--- config.mk ---
export PLATFORM = sky130hd
export DESIGN_NAME = wdt_keyed
export DESIGN_NICKNAME = d
export VERILOG_FILES = /design/src/rtl/wdt_pkg.sv /design/src/rtl/wdt_regdec.sv /design/src/rtl/wdt_keyreg.sv /design/src/rtl/wdt_counter.sv /design/src/rtl/wdt_keyed.sv
export SDC_FILE = /design/constraint.sdc
export NUM_CORES = 1
export LEC_CHECK = 0
export BUFFER_PORTS_ARGS = -buffer_cell sky130_fd_sc_hd__buf_2
export CAP_MARGIN = 20
export CORE_MARGIN = 4
export CORE_UTILIZATION = 40
export CTS_BUF_LIST = sky130_fd_sc_hd__clkbuf_2
export DETAILED_ROUTE_END_ITERATION = 10
export SETUP_SLACK_MARGIN = 0.15
export SYNTH_ARGS = -nofsm -noshare
export SYNTH_HDL_FRONTEND = slang
export SYNTH_SLANG_ARGS = --single-unit
--- constraint.sdc ---
create_clock -name clk -period 2.58 [get_ports clk]
set_clock_uncertainty 0.1 [all_clocks]
set_input_delay 0.516 -clock clk [delete_from_list [all_inputs] [get_ports clk]]
set_output_delay 0.516 -clock clk [all_outputs]
set_load 0.05 [all_outputs]
--- src/rtl/wdt_pkg.sv ---
// Package: shared types for the keyed watchdog.
// Assumes: nothing; only type and helper definitions live here.
package wdt_pkg;

    // Register selected by one bus write.
    typedef enum logic [1:0] {
        WSEL_NONE   = 2'd0,
        WSEL_KEY    = 2'd1,
        WSEL_RELOAD = 2'd2
    } wdt_sel_e;

    // Map an address to a register selection.
    function automatic wdt_sel_e addr_to_sel(input int unsigned addr,
                                             input int unsigned key_addr,
                                             input int unsigned rld_addr);
        if (addr == key_addr)
            return WSEL_KEY;
        else if (addr == rld_addr)
            return WSEL_RELOAD;
        else
            return WSEL_NONE;
    endfunction

endpackage

--- src/rtl/wdt_regdec.sv ---
// Module: address decoder for the watchdog register bus.
// Turns one write strobe into separate key and reload strobes.
// Assumes: address and strobe are stable at the clock edge; unknown
// addresses produce no strobe.
module wdt_regdec
    import wdt_pkg::*;
#(
    parameter int ADDR_W   = 2,
    parameter int KEY_ADDR = 0,
    parameter int RLD_ADDR = 1
) (
    input  logic              wr_en,
    input  logic [ADDR_W-1:0] wr_addr,
    output logic              key_wr,
    output logic              rld_wr
);

    wdt_sel_e sel;

    // Decode the address, then gate the result with the strobe.
    always_comb begin
        sel    = addr_to_sel(int'(wr_addr), KEY_ADDR, RLD_ADDR);
        key_wr = wr_en && (sel == WSEL_KEY);
        rld_wr = wr_en && (sel == WSEL_RELOAD);
    end

endmodule

--- src/rtl/wdt_keyreg.sv ---
// Module: arming key register.
// Holds the key byte. The timer is armed whenever the key differs from
// the disarm code. Overflow forces the disarm code and beats a write
// in the same cycle.
// Assumes: synchronous active-low reset.
module wdt_keyreg #(
    parameter int          KEY_W      = 8,
    parameter logic [7:0]  DISARM_KEY = 8'h55
) (
    input  logic             clk,
    input  logic             rst_n,
    input  logic             key_wr,
    input  logic [KEY_W-1:0] wr_data,
    input  logic             ovf,
    output logic [KEY_W-1:0] key_q,
    output logic             armed
);

    localparam logic [KEY_W-1:0] DIS = KEY_W'(DISARM_KEY);

    // Key register: reset and overflow load the disarm code, otherwise take writes.
    always_ff @(posedge clk) begin
        if (!rst_n)
            key_q <= DIS;
        else if (ovf)
            key_q <= DIS;
        else if (key_wr)
            key_q <= wr_data;
    end

    // Arm flag follows the stored key.
    always_comb armed = (key_q != DIS);

    // After an overflow edge the timer must be disarmed.
    assert_ovf_disarms_R7: assert property (@(posedge clk) disable iff (!rst_n)
        ovf |=> !armed);

    // A key write with no overflow is stored exactly.
    assert_key_write_R2: assert property (@(posedge clk) disable iff (!rst_n)
        (key_wr && !ovf) |=> (key_q == $past(wr_data)));

endmodule

--- src/rtl/wdt_counter.sv ---
// Module: watchdog up-counter with reload of the top byte.
// Counts on advance, loads {reload byte, zeros} on a reload write, and
// flags overflow when an advance leaves all-ones with no reload.
// Assumes: advance already includes arm, tick and low-power gating.
module wdt_counter #(
    parameter int CNT_W = 24,
    parameter int RLD_W = 8
) (
    input  logic             clk,
    input  logic             rst_n,
    input  logic             advance,
    input  logic             rld_wr,
    input  logic [RLD_W-1:0] rld_data,
    output logic [CNT_W-1:0] cnt_q,
    output logic             ovf
);

    localparam int LOW_W = CNT_W - RLD_W;
    localparam logic [CNT_W-1:0] ONE = CNT_W'(1);

    // Overflow: an advance from all-ones that no reload overrides.
    always_comb ovf = advance && (&cnt_q) && !rld_wr;

    // Counter: reload has priority, then increment (wraps to zero).
    always_ff @(posedge clk) begin
        if (!rst_n)
            cnt_q <= '0;
        else if (rld_wr)
            cnt_q <= {rld_data, {LOW_W{1'b0}}};
        else if (advance)
            cnt_q <= cnt_q + ONE;
    end

    // A reload write places the byte on top and zeros below.
    assert_reload_load_R5: assert property (@(posedge clk) disable iff (!rst_n)
        rld_wr |=> (cnt_q[CNT_W-1:LOW_W] == $past(rld_data)) && (cnt_q[LOW_W-1:0] == '0));

    // An advance without reload moves the count by one.
    assert_step_one_R3: assert property (@(posedge clk) disable iff (!rst_n)
        (advance && !rld_wr) |=> (cnt_q == $past(cnt_q) + ONE));

    // With no advance and no reload the count stays put.
    assert_hold_R4: assert property (@(posedge clk) disable iff (!rst_n)
        (!advance && !rld_wr) |=> $stable(cnt_q));

endmodule

--- src/rtl/wdt_keyed.sv ---
// Module: keyed watchdog timer, top level.
// Combines decoder, key register and counter, gates the count with the
// machine-cycle enable and low-power modes, and registers the one-cycle
// reset request.
// Assumes: one clock domain; mc_tick, idle_mode and pdown_mode are
// synchronous to clk.
module wdt_keyed #(
    parameter int         CNT_W      = 24,
    parameter int         RLD_W      = 8,
    parameter int         ADDR_W     = 2,
    parameter int         KEY_ADDR   = 0,
    parameter int         RLD_ADDR   = 1,
    parameter logic [7:0] DISARM_KEY = 8'h55
) (
    input  logic              clk,
    input  logic              rst_n,
    input  logic              mc_tick,
    input  logic              idle_mode,
    input  logic              pdown_mode,
    input  logic              reg_wr,
    input  logic [ADDR_W-1:0] reg_addr,
    input  logic [RLD_W-1:0]  reg_wdata,
    output logic              wdt_rst_req
);

    logic             key_wr;
    logic             rld_wr;
    logic [RLD_W-1:0] key_q;
    logic             armed;
    logic             advance;
    logic             ovf;
    logic [CNT_W-1:0] cnt_q;

    wdt_regdec #(
        .ADDR_W  (ADDR_W),
        .KEY_ADDR(KEY_ADDR),
        .RLD_ADDR(RLD_ADDR)
    ) u_dec (
        .wr_en  (reg_wr),
        .wr_addr(reg_addr),
        .key_wr (key_wr),
        .rld_wr (rld_wr)
    );

    wdt_keyreg #(
        .KEY_W     (RLD_W),
        .DISARM_KEY(DISARM_KEY)
    ) u_key (
        .clk    (clk),
        .rst_n  (rst_n),
        .key_wr (key_wr),
        .wr_data(reg_wdata),
        .ovf    (ovf),
        .key_q  (key_q),
        .armed  (armed)
    );

    // Count gate: armed, ticking, and not in a low-power mode.
    always_comb advance = armed && mc_tick && !idle_mode && !pdown_mode;

    wdt_counter #(
        .CNT_W(CNT_W),
        .RLD_W(RLD_W)
    ) u_cnt (
        .clk     (clk),
        .rst_n   (rst_n),
        .advance (advance),
        .rld_wr  (rld_wr),
        .rld_data(reg_wdata),
        .cnt_q   (cnt_q),
        .ovf     (ovf)
    );

    // Reset request register: high for the one cycle after an overflow edge.
    always_ff @(posedge clk) begin
        if (!rst_n)
            wdt_rst_req <= 1'b0;
        else
            wdt_rst_req <= ovf;
    end

    // The request never lasts two cycles.
    assert_single_pulse_R6: assert property (@(posedge clk) disable iff (!rst_n)
        wdt_rst_req |=> !wdt_rst_req);

    // While the request is high, the counter has just wrapped to zero.
    assert_pulse_at_wrap_R6: assert property (@(posedge clk) disable iff (!rst_n)
        wdt_rst_req |-> (cnt_q == '0));

    // While the request is high, the key already holds the disarm code.
    assert_pulse_disarmed_R7: assert property (@(posedge clk) disable iff (!rst_n)
        wdt_rst_req |-> (key_q == DISARM_KEY) && !armed);

    // A reload write in a cycle blocks the request in the next one.
    assert_reload_wins_R8: assert property (@(posedge clk) disable iff (!rst_n)
        rld_wr |=> !wdt_rst_req);

    // Low-power modes stop the count.
    assert_lowpower_freeze_R4: assert property (@(posedge clk) disable iff (!rst_n)
        ((idle_mode || pdown_mode) && !rld_wr) |=> $stable(cnt_q));

endmodule

==> results.py, run 1 <==
metrics = {
    "die": {
        "std_cell_rows": 22,
        "die_y_microns": 70.78,
        "start_util_pct": 42.11,
        "ios": 17,
        "die_w_microns": 70.78,
        "coreArea_sq_um": 3744,
        "dieArea_sq_um": 5010,
    },
    "timing": {
        "fin_crit_ps": 1991,
        "worst_pin_slew_ps": 429.5,
        "finalSetupViolCount": 0,
        "final_hold_viol_count": 0,
        "hold_slack_ps": 284.8,
        "relSlewSlack_pct": 71.06,
        "finalCritPeriodShare_pct": 77.18,
        "rsz0062_at_grt": "false",
        "drv_slew": 0,
        "setup_ws_ps": 588.7,
        "max_freq_mhz": 502.2,
        "setup_tns_ps": 0,
    },
    "clocking": {
        "clk_pin_slew_ps": 160,
        "cts-resized-gates": 0,
        "cts_hold_buf": 0,
        "h-tree-depth": 2,
        "cts_inserted_buffers": 5,
        "clock_latency_ps": 360,
        "cts.path.max_buffers": 2,
        "cts_tree": "done",
        "cts_setup_buffers": 0,
        "root_buffer": "clkbuf_2",
        "cts.sinks": 33,
    },
    "worst_setup_path": {
        "cp.required_ps": 2740,
        "worstPathCellList": "ha_1, nand2_1, nor3_1, nand2_1, o21ai_0, nor2_1",
        "path_common_cell": "nand2_1",
        "arrival_ps": 2150,
        "endpoint_kind": "flip-flop",
        "worstPathMaxFanout": 7,
        "path_class": "flip-flop to flip-flop",
        "path_buf_inv": 0,
        "slowest_stage": "dfxtp_1",
        "path_delay_family": "simple AND/OR/NAND/NOR gates",
        "critical-path-max-stage-delay_ps": 400,
        "cp-start-kind": "flip-flop",
    },
    "detailed_routing": {
        "wire_per_inst_microns": 13.54,
        "vias": 1307,
        "drtPass1Iterations": 4,
        "routed_via_density": 5.270,
        "drc": 0,
        "drt_iter0_markers": 50,
        "wl_mm": 3.359,
        "antenna_left": 0,
    },
    "synthesis": {
        "seq_area_frac_synth_pct": 41.90,
        "synth.top_cell.area_share_pct": 41.90,
        "syn_avg_cell_area_sq_um": 8.807,
        "syn_inst": 179,
        "ys_warn_count": 0,
        "yosysUniqueCellTypes": 37,
        "syn_nets": 196,
        "synth_area_sq_um": 1577,
        "ys_top_cells_by_area": "dfxtp_1 (42%), xnor2_1 (7.8%), mux2i_1 (6.3%)",
        "synth.ff_latch_count": 33,
        "synth_top_area_cell": "dfxtp_1",
    },
    "global_routing": {
        "antenna_found_initial": 0,
        "grt_pass1_vias": 1325,
        "overflow": 0,
        "grtUsageTotal_pct": 14.74,
        "grt_max_degree": 15,
        "grt_pass1_wl_mm": 5.878,
    },
    "power_and_ir_drop": {
        "peakVddDrop_v": 0.0002475,
        "p_per_area_nw_per_um2": 486.8,
        "finalPower_mw": 0.8478,
        "leakage_nw": 0.6350,
    },
    "layout": {
        "n_antenna_cell": 0,
        "area_delta_synth_final_pct": 10.48,
        "fill_cells": 393,
        "drive_above_1_share_pct": 17.00,
        "final_common_cell": "dfxtp_1",
        "final_nets": 216,
        "final_cell_mix": "dfxtp_1 (33), nor2_1 (25), nand2_1 (18)",
    },
    "placement": {
        "portBuffers": 16,
        "place.gp.congestion": 0.7617,
        "dp_slack_ps": 525.4,
        "dpl.hpwl_mm": 2.543,
    },
    "job": {
        "maxCapViolations": 0,
    },
    "status": {
        "status": "finished clean",
    },
    "min_path": {
        "hold_path_class": "input pin to flip-flop",
    },
}
[sequential cells by signal, summed over array words and instances (netlist names)]
name,count
u_cnt.cnt_q,24
wdt_rst_req,1
u_key.key_q,8
[cells by family after synthesis]
family,after synthesis,synth area share [%]
flip-flops,33,41.90
multiplexers,10,6.349
XOR/XNOR,21,11.67
buffers and inverters,10,3.333
AO/OA/AOI/OAI,19,7.777
AND/OR/NAND/NOR,85,28.17
adder cells (fa/ha/maj),1,0.7935
[final timing paths]
check / start / to / slack (ps) / depth (start not counted)
worst max-delay path: u_cnt.cnt_q[0] / u_key.key_q[1] / 590 / 6
worst min-delay path: reg_wdata[0] / u_key.key_q[0] / 280 / 3
worst max register to register: u_cnt.cnt_q[0] / u_key.key_q[1] / 590 / 6
worst min register to register: u_key.key_q[6] / u_key.key_q[6] / 380 / 2
[routing by layer]
layer / wire, microns / vias up / GRT usage [%]
met2: 1561 / 19 / 23.07
met5: 0 / - / 0
li1: - / 665 / -
met4: 65 / 0 / 6.889
met1: 1621 / 615 / 19.20
met3: 110 / 8 / 3.409
[stage by stage]
stage	std cells	area [sq um]	util, %
6_report	248	1742	46.52
5_1_grt	248	1742	46.52
4_1_cts	248	1742	46.52
3_5_place_dp	240	1702	45.45
3_3_place_gp	240	1702	45.45
2_1_floorplan	179	1577	-
[cell usage after synthesis, drive strengths merged]
cell          instances
dfxtp                33
nor2                 25
nand2                18
xnor2                14
nor3                 11
mux2i                10
nand4                 8
nand3                 7
o21ai                 7
xor2                  7
a21oi                 4
and4                  4
inv                   4
o22ai                 4
or3                   3
and3                  2
buf                   2
clkbuf                2
nor3b                 2
nor4                  2
a41oi                 1
dlygate4sd1           1
dlymetal6s2s          1
ha                    1
nand3b                1
nand4bb               1
o211a                 1
o211ai                1
o21a                  1
or4bb                 1
[power by group]
group	switching (mW)	internal, mW
registers	0.00990	0.522
logic	0.0396	0.0294
clock network	0.167	0.0800
[cell type report]
type / instances / area (sq um) / share of cell area, %
Multi-Input combinational cell: 136 / 863.3 / 49.57
Sequential cell: 33 / 660.6 / 37.93
Timing Repair Buffer: 19 / 102.6 / 5.891
Tap cell: 48 / 60.06 / 3.448
Clock buffer: 8 / 40.04 / 2.299
Inverter: 4 / 15.01 / 0.8621
[tightest hold or removal path: stages]
cell     delay (ps)
buf_2           100
mux2i_1          60
nand2_1          60
(Power assumes the default switching activity.)
==> run 2: changes to the inputs <==
==> constraint.sdc (replaced) <==
create_clock -name clk -period 2.1 [get_ports clk]
set_clock_uncertainty 0.1 [all_clocks]
set_input_delay 0.42 -clock clk [delete_from_list [all_inputs] [get_ports clk]]
set_output_delay 0.42 -clock clk [all_outputs]
set_load 0.05 [all_outputs]
==> run 2 against run 1 <==
Compared with the run above:
- global-route usage down 0.54 points
- via count decreased by 0.38%
- core utilization grew 2.3 points
- combinational power is 29% higher
- worst setup slack worse by 380 ps
- die area did not move
- wire length down 1.6%
- worst hold slack got worse by 120 ps
- sequential power grew 23%
- largest power group unchanged
==> results.py, run 2 (synthesis results as in run 1) <==
metrics = {
    "worst_setup_path": {
        "path_class": "flip-flop to flip-flop",
        "cp.depth": 5,
        "arrival_ps": 2100,
        "r2r_slack_ps": 200,
        "critical-path-max-stage-delay_ps": 570,
        "cp.required_ps": 2310,
        "endpoint_kind": "flip-flop",
        "slowest_stage": "or4bb_4",
        "path_delay_family": "simple AND/OR/NAND/NOR gates",
        "worstPathMaxFanout": 7,
        "cp-start-kind": "flip-flop",
        "worstPathCellList": "or4bb_4, o211a_4, and4_1, xnor2_1, a21oi_1",
        "path_buf_inv": 0,
        "reg2reg_depth": 5,
    },
    "timing": {
        "drv_slew": 0,
        "fin_crit_ps": 1895,
        "worst_pin_slew_ps": 382.0,
        "finalCritPeriodShare_pct": 90.24,
        "hold_slack_ps": 160.4,
        "rsz0062_at_grt": "true",
        "max_freq_mhz": 527.7,
        "final_hold_viol_count": 0,
        "finalSetupViolCount": 0,
        "relSlewSlack_pct": 74.53,
        "setup_tns_ps": 0,
    },
    "die": {
        "die_y_microns": 70.78,
        "start_util_pct": 42.11,
        "die_w_microns": 70.78,
        "ios": 17,
        "coreArea_sq_um": 3744,
        "std_cell_rows": 22,
        "dieArea_sq_um": 5010,
    },
    "power_and_ir_drop": {
        "p_per_area_nw_per_um2": 562.4,
        "finalPower_mw": 1.029,
        "leakage_nw": 0.6568,
        "peakVddDrop_v": 0.0003678,
    },
    "job": {
        "maxCapViolations": 0,
    },
    "placement": {
        "place.gp.congestion": 0.7877,
        "dpl.hpwl_mm": 2.547,
        "portBuffers": 16,
    },
    "global_routing": {
        "overflow": 0,
        "grtUsageTotal_pct": 14.20,
        "grt_use_met3_pct": 4.688,
        "met2_usage_pct": 23.58,
        "grt_pass1_wl_mm": 5.630,
        "grt_pass1_vias": 1256,
        "grt.busiest_layer": "met2",
        "antenna_found_initial": 0,
        "grt_max_degree": 14,
        "use_met1_pct": 16.62,
    },
    "layout": {
        "reg_top3": "u_cnt.cnt_q x24, u_key.key_q x8, wdt_rst_req x1",
        "largest_register": "u_cnt.cnt_q",
        "drive_above_1_share_pct": 22.71,
        "final_common_cell": "dfxtp_1",
        "largest_reg_flops": 24,
        "n_antenna_cell": 0,
        "final_cell_mix": "dfxtp_1 (29), nor2_1 (25), nand2_1 (18)",
        "area_delta_synth_final_pct": 16.03,
        "fill_cells": 383,
        "final_nets": 223,
    },
    "status": {
        "status": "finished clean",
    },
    "clocking": {
        "cts_tree": "done",
        "cts_inserted_buffers": 5,
        "cts.sinks": 33,
        "cts_hold_buf": 0,
        "h-tree-depth": 2,
        "clk_pin_slew_ps": 170,
        "cts.path.max_buffers": 2,
        "clock_latency_ps": 370,
        "root_buffer": "clkbuf_2",
    },
    "min_path": {
        "hold_path_class": "input pin to flip-flop",
        "hold_depth": 3,
    },
    "detailed_routing": {
        "drc": 0,
        "vias": 1302,
        "drtPass1Iterations": 4,
        "antenna_left": 0,
        "routed_via_density": 5.106,
        "drt_iter0_markers": 80,
        "wl_mm": 3.306,
        "wire_per_inst_microns": 12.96,
    },
}
-- run 2: cell count changes in the layout (fill, tap and decap cells not counted), moves of 2 or more --
cell,before,now
dfxtp_2,0,4
buf_4,3,10
nor4_2,0,2
nor4_1,2,0
clkinv_1,0,2
clkbuf_2,8,5
dfxtp_1,33,29
-- run 2: worst paths after layout --
check / to / start
min reg2reg: u_key.key_q[6] / u_key.key_q[6]
max: u_cnt.cnt_q[17] / u_key.key_q[6]
min: u_key.key_q[2] / reg_wdata[2]
max reg2reg: u_cnt.cnt_q[17] / u_key.key_q[6]
-- run 2: timing repair --
item	CTS	global route
setup buffers	0	0
endpoints found under the hold margin	0	0
endpoints found under the setup margin	1	15
gates resized for setup	1	9
-- run 2: layout make-up --
class / instances / area, sq um / area share (%)
clock buffer: 5 / 25.02 / 1.368
clock inverter: 3 / 12.51 / 0.6840
inverter: 4 / 15.01 / 0.8208
multi-input combinational: 136 / 895.9 / 48.97
sequential: 33 / 665.6 / 36.39
tap: 48 / 60.06 / 3.283
timing repair buffer: 26 / 155.1 / 8.482
-- run 2: through the flow --
stage / instance area [sq um] / std cells / utilization, % / setup slack (ps)
finish: 1829 / 255 / 48.86 / 204.9
global route: 1829 / 255 / 48.86 / 120.2
CTS: 1799 / 255 / 48.06 / 159.0
detailed placement: 1754 / 247 / 46.86 / 127.9
global placement: 1754 / 247 / 46.86 / 178.1
floorplan: 1577 / 179 / - / 310.0
-- run 2: routing by layer --
| metal | wire, microns | share of wire, % |
|---|---|---|
| met5 | 0 | 0 |
| met2 | 1600 | 48 |
| met1 | 1519 | 46 |
| met3 | 139 | 4.2 |
| met4 | 46 | 1.4 |
-- run 2: tightest hold or removal path, delay by kind of cell --
kind                   cells  cell delay (ps)
buffers and inverters      1               90
and+or+nand+nor            1               50
muxes                      1               60
-- run 2: report_power, final --
group	switching, mW	internal (mW)
combinational	0.0494	0.0396
clock	0.214	0.0728
sequential	0.0118	0.642
total	0.275	0.754
==> run 3: changes to the inputs <==
--- a/config.mk
+++ b/config.mk
@@ -11,6 +11,7 @@
 export CORE_UTILIZATION = 40
 export CTS_BUF_LIST = sky130_fd_sc_hd__clkbuf_2
 export DETAILED_ROUTE_END_ITERATION = 10
+export RECOVER_POWER = 25
 export SETUP_SLACK_MARGIN = 0.15
 export SYNTH_ARGS = -nofsm -noshare
 export SYNTH_HDL_FRONTEND = slang
==> run 3 against run 2 <==
Compared with the run above:
- flip-flop and latch count is the same
- core utilization shrank 0.40 points
- die area is the same
- critical path type unchanged
- wire length shrank 0.54%
- cell count is the same
- global-route usage is the same
- critical path depth is the same
==> results.py, run 3 (synthesis results as in run 1) <==
metrics = {
    "worst_setup_path": {
        "timing.rr.end": "u_cnt.cnt_q[17]",
        "critical-path-max-stage-delay_ps": 600,
        "worstPathMaxFanout": 7,
        "reg2reg_depth": 5,
        "cp-start-kind": "flip-flop",
        "worstPathCellList": "or4bb_1, o211a_4, and4_1, xnor2_1, a21oi_1",
        "arrival_ps": 2130,
        "cp.required_ps": 2300,
        "reg2reg_from": "u_key.key_q[5]",
        "slowest_stage": "or4bb_1",
        "path_class": "flip-flop to flip-flop",
        "endpoint_kind": "flip-flop",
        "r2r_slack_ps": 170,
    },
    "clocking": {
        "cts_hold_buf": 0,
        "h-tree-depth": 2,
        "clock_latency_ps": 370,
        "cts_inserted_buffers": 5,
        "clk_pin_slew_ps": 170,
        "cts.path.max_buffers": 2,
        "cts_tree": "done",
        "root_buffer": "clkbuf_2",
        "cts-resized-gates": 1,
        "cts.sinks": 33,
        "cts_setup_buffers": 0,
    },
    "global_routing": {
        "antenna_found_initial": 0,
        "grt_pass1_vias": 1256,
        "grt_pass1_wl_mm": 5.630,
        "grtUsageTotal_pct": 14.20,
        "overflow": 0,
        "grt_max_degree": 14,
    },
    "die": {
        "ios": 17,
        "dieArea_sq_um": 5010,
        "die_w_microns": 70.78,
        "start_util_pct": 42.11,
        "coreArea_sq_um": 3744,
        "die_y_microns": 70.78,
        "std_cell_rows": 22,
    },
    "power_and_ir_drop": {
        "peakVddDrop_v": 0.0003647,
        "leakage_nw": 0.6584,
        "p_per_area_nw_per_um2": 563.5,
    },
    "timing": {
        "rsz0062_at_grt": "true",
        "setup_tns_ps": 0,
        "worst_pin_slew_ps": 593.5,
        "hold_slack_ps": 165.3,
        "finalSetupViolCount": 0,
        "max_freq_mhz": 519.2,
        "final_hold_viol_count": 0,
        "relSlewSlack_pct": 60.61,
        "drv_slew": 0,
        "fin_crit_ps": 1926,
        "finalCritPeriodShare_pct": 91.72,
    },
    "layout": {
        "largest_register": "u_cnt.cnt_q",
        "utilization_pct": 48.46,
        "largest_reg_flops": 24,
        "area_delta_synth_final_pct": 15.08,
        "final_cell_mix": "dfxtp_1 (30), nor2_1 (25), nand2_1 (18)",
        "fill_cells": 383,
        "multiInputGateArea_sq_um": 883.3,
        "final_cells": 255,
        "final_common_cell": "dfxtp_1",
        "reg_top3": "u_cnt.cnt_q x24, u_key.key_q x8, wdt_rst_req x1",
        "n_antenna_cell": 0,
        "final_nets": 223,
        "ff_latch_area_sq_um": 664.4,
        "drive_above_1_share_pct": 21.26,
    },
    "detailed_routing": {
        "vias": 1296,
        "drc": 0,
        "antenna_left": 0,
        "wl_mm": 3.288,
        "wire_per_inst_microns": 12.89,
        "drtPass1Iterations": 6,
        "routed_via_density": 5.082,
        "drt_iter0_markers": 71,
    },
    "job": {
        "maxCapViolations": 0,
    },
    "placement": {
        "dpl.hpwl_mm": 2.547,
        "portBuffers": 16,
        "dp_cells": 247,
        "place.gp.congestion": 0.7877,
    },
    "min_path": {
        "min_delay_worst_endpoint": "u_key.key_q[2]",
        "holdCritStartpoint": "reg_wdata[2]",
        "hold_depth": 3,
        "hold_path_class": "input pin to flip-flop",
    },
    "status": {
        "status": "finished clean",
    },
}
run 3: changes by cell type in the layout (fill, tap and decap cells not counted), sizes merged:
cell / previous run / this run
buf: 26 / 25
clkbuf: 5 / 6
run 3: cell type report:
type                       count  share of cell area (%)
sequential                    33                   36.62
clock buffer                   5                   1.379
timing repair buffer          26                   8.483
tap                           48                   3.310
multi-input combinational    136                   48.69
inverter                       4                  0.8276
clock inverter                 3                  0.6897
run 3: power breakdown:
group	internal [mW]	switching, mW
Sequential	0.641	0.0116
Clock	0.0729	0.211
Combinational	0.0377	0.0478
run 3: layer usage:
metal	vias up	track usage, %	wire length (microns)
met2	23	23.58	1595
met3	4	4.688	143
met4	0	6.263	46
met5	-	0	0
li1	683	-	-
met1	586	16.62	1503
run 3: through the flow:
stage | cell area (sq um) | power [mW] | setup slack (ps)
2_1_floorplan | 1577 | 0.7169 | 310.0
3_3_place_gp | 1754 | 0.7485 | 178.1
3_5_place_dp | 1754 | 0.7507 | 127.9
4_1_cts | 1799 | 1.044 | 159.0
5_1_grt | 1814 | 1.084 | 68.84
6_report | 1814 | 1.022 | 173.9
run 3: worst max-delay path by stage:
stage              startpoint               to  cells past startpoint
6_report       u_key.key_q[5]  u_cnt.cnt_q[17]                      5
2_1_floorplan  u_key.key_q[5]  u_cnt.cnt_q[17]                      5
4_1_cts        u_key.key_q[6]  u_cnt.cnt_q[17]                      5
3_5_place_dp        idle_mode   u_key.key_q[1]                      6
5_1_grt        u_key.key_q[5]  u_cnt.cnt_q[13]                      6
3_3_place_gp        idle_mode   u_key.key_q[3]                      6
run 3: critical path, delay by kind of cell (launching register included):
kind            cells  cell delay (ps)
flops               1              340
compound gates      2              470
xor+xnor            1              140
simple gates        2              810
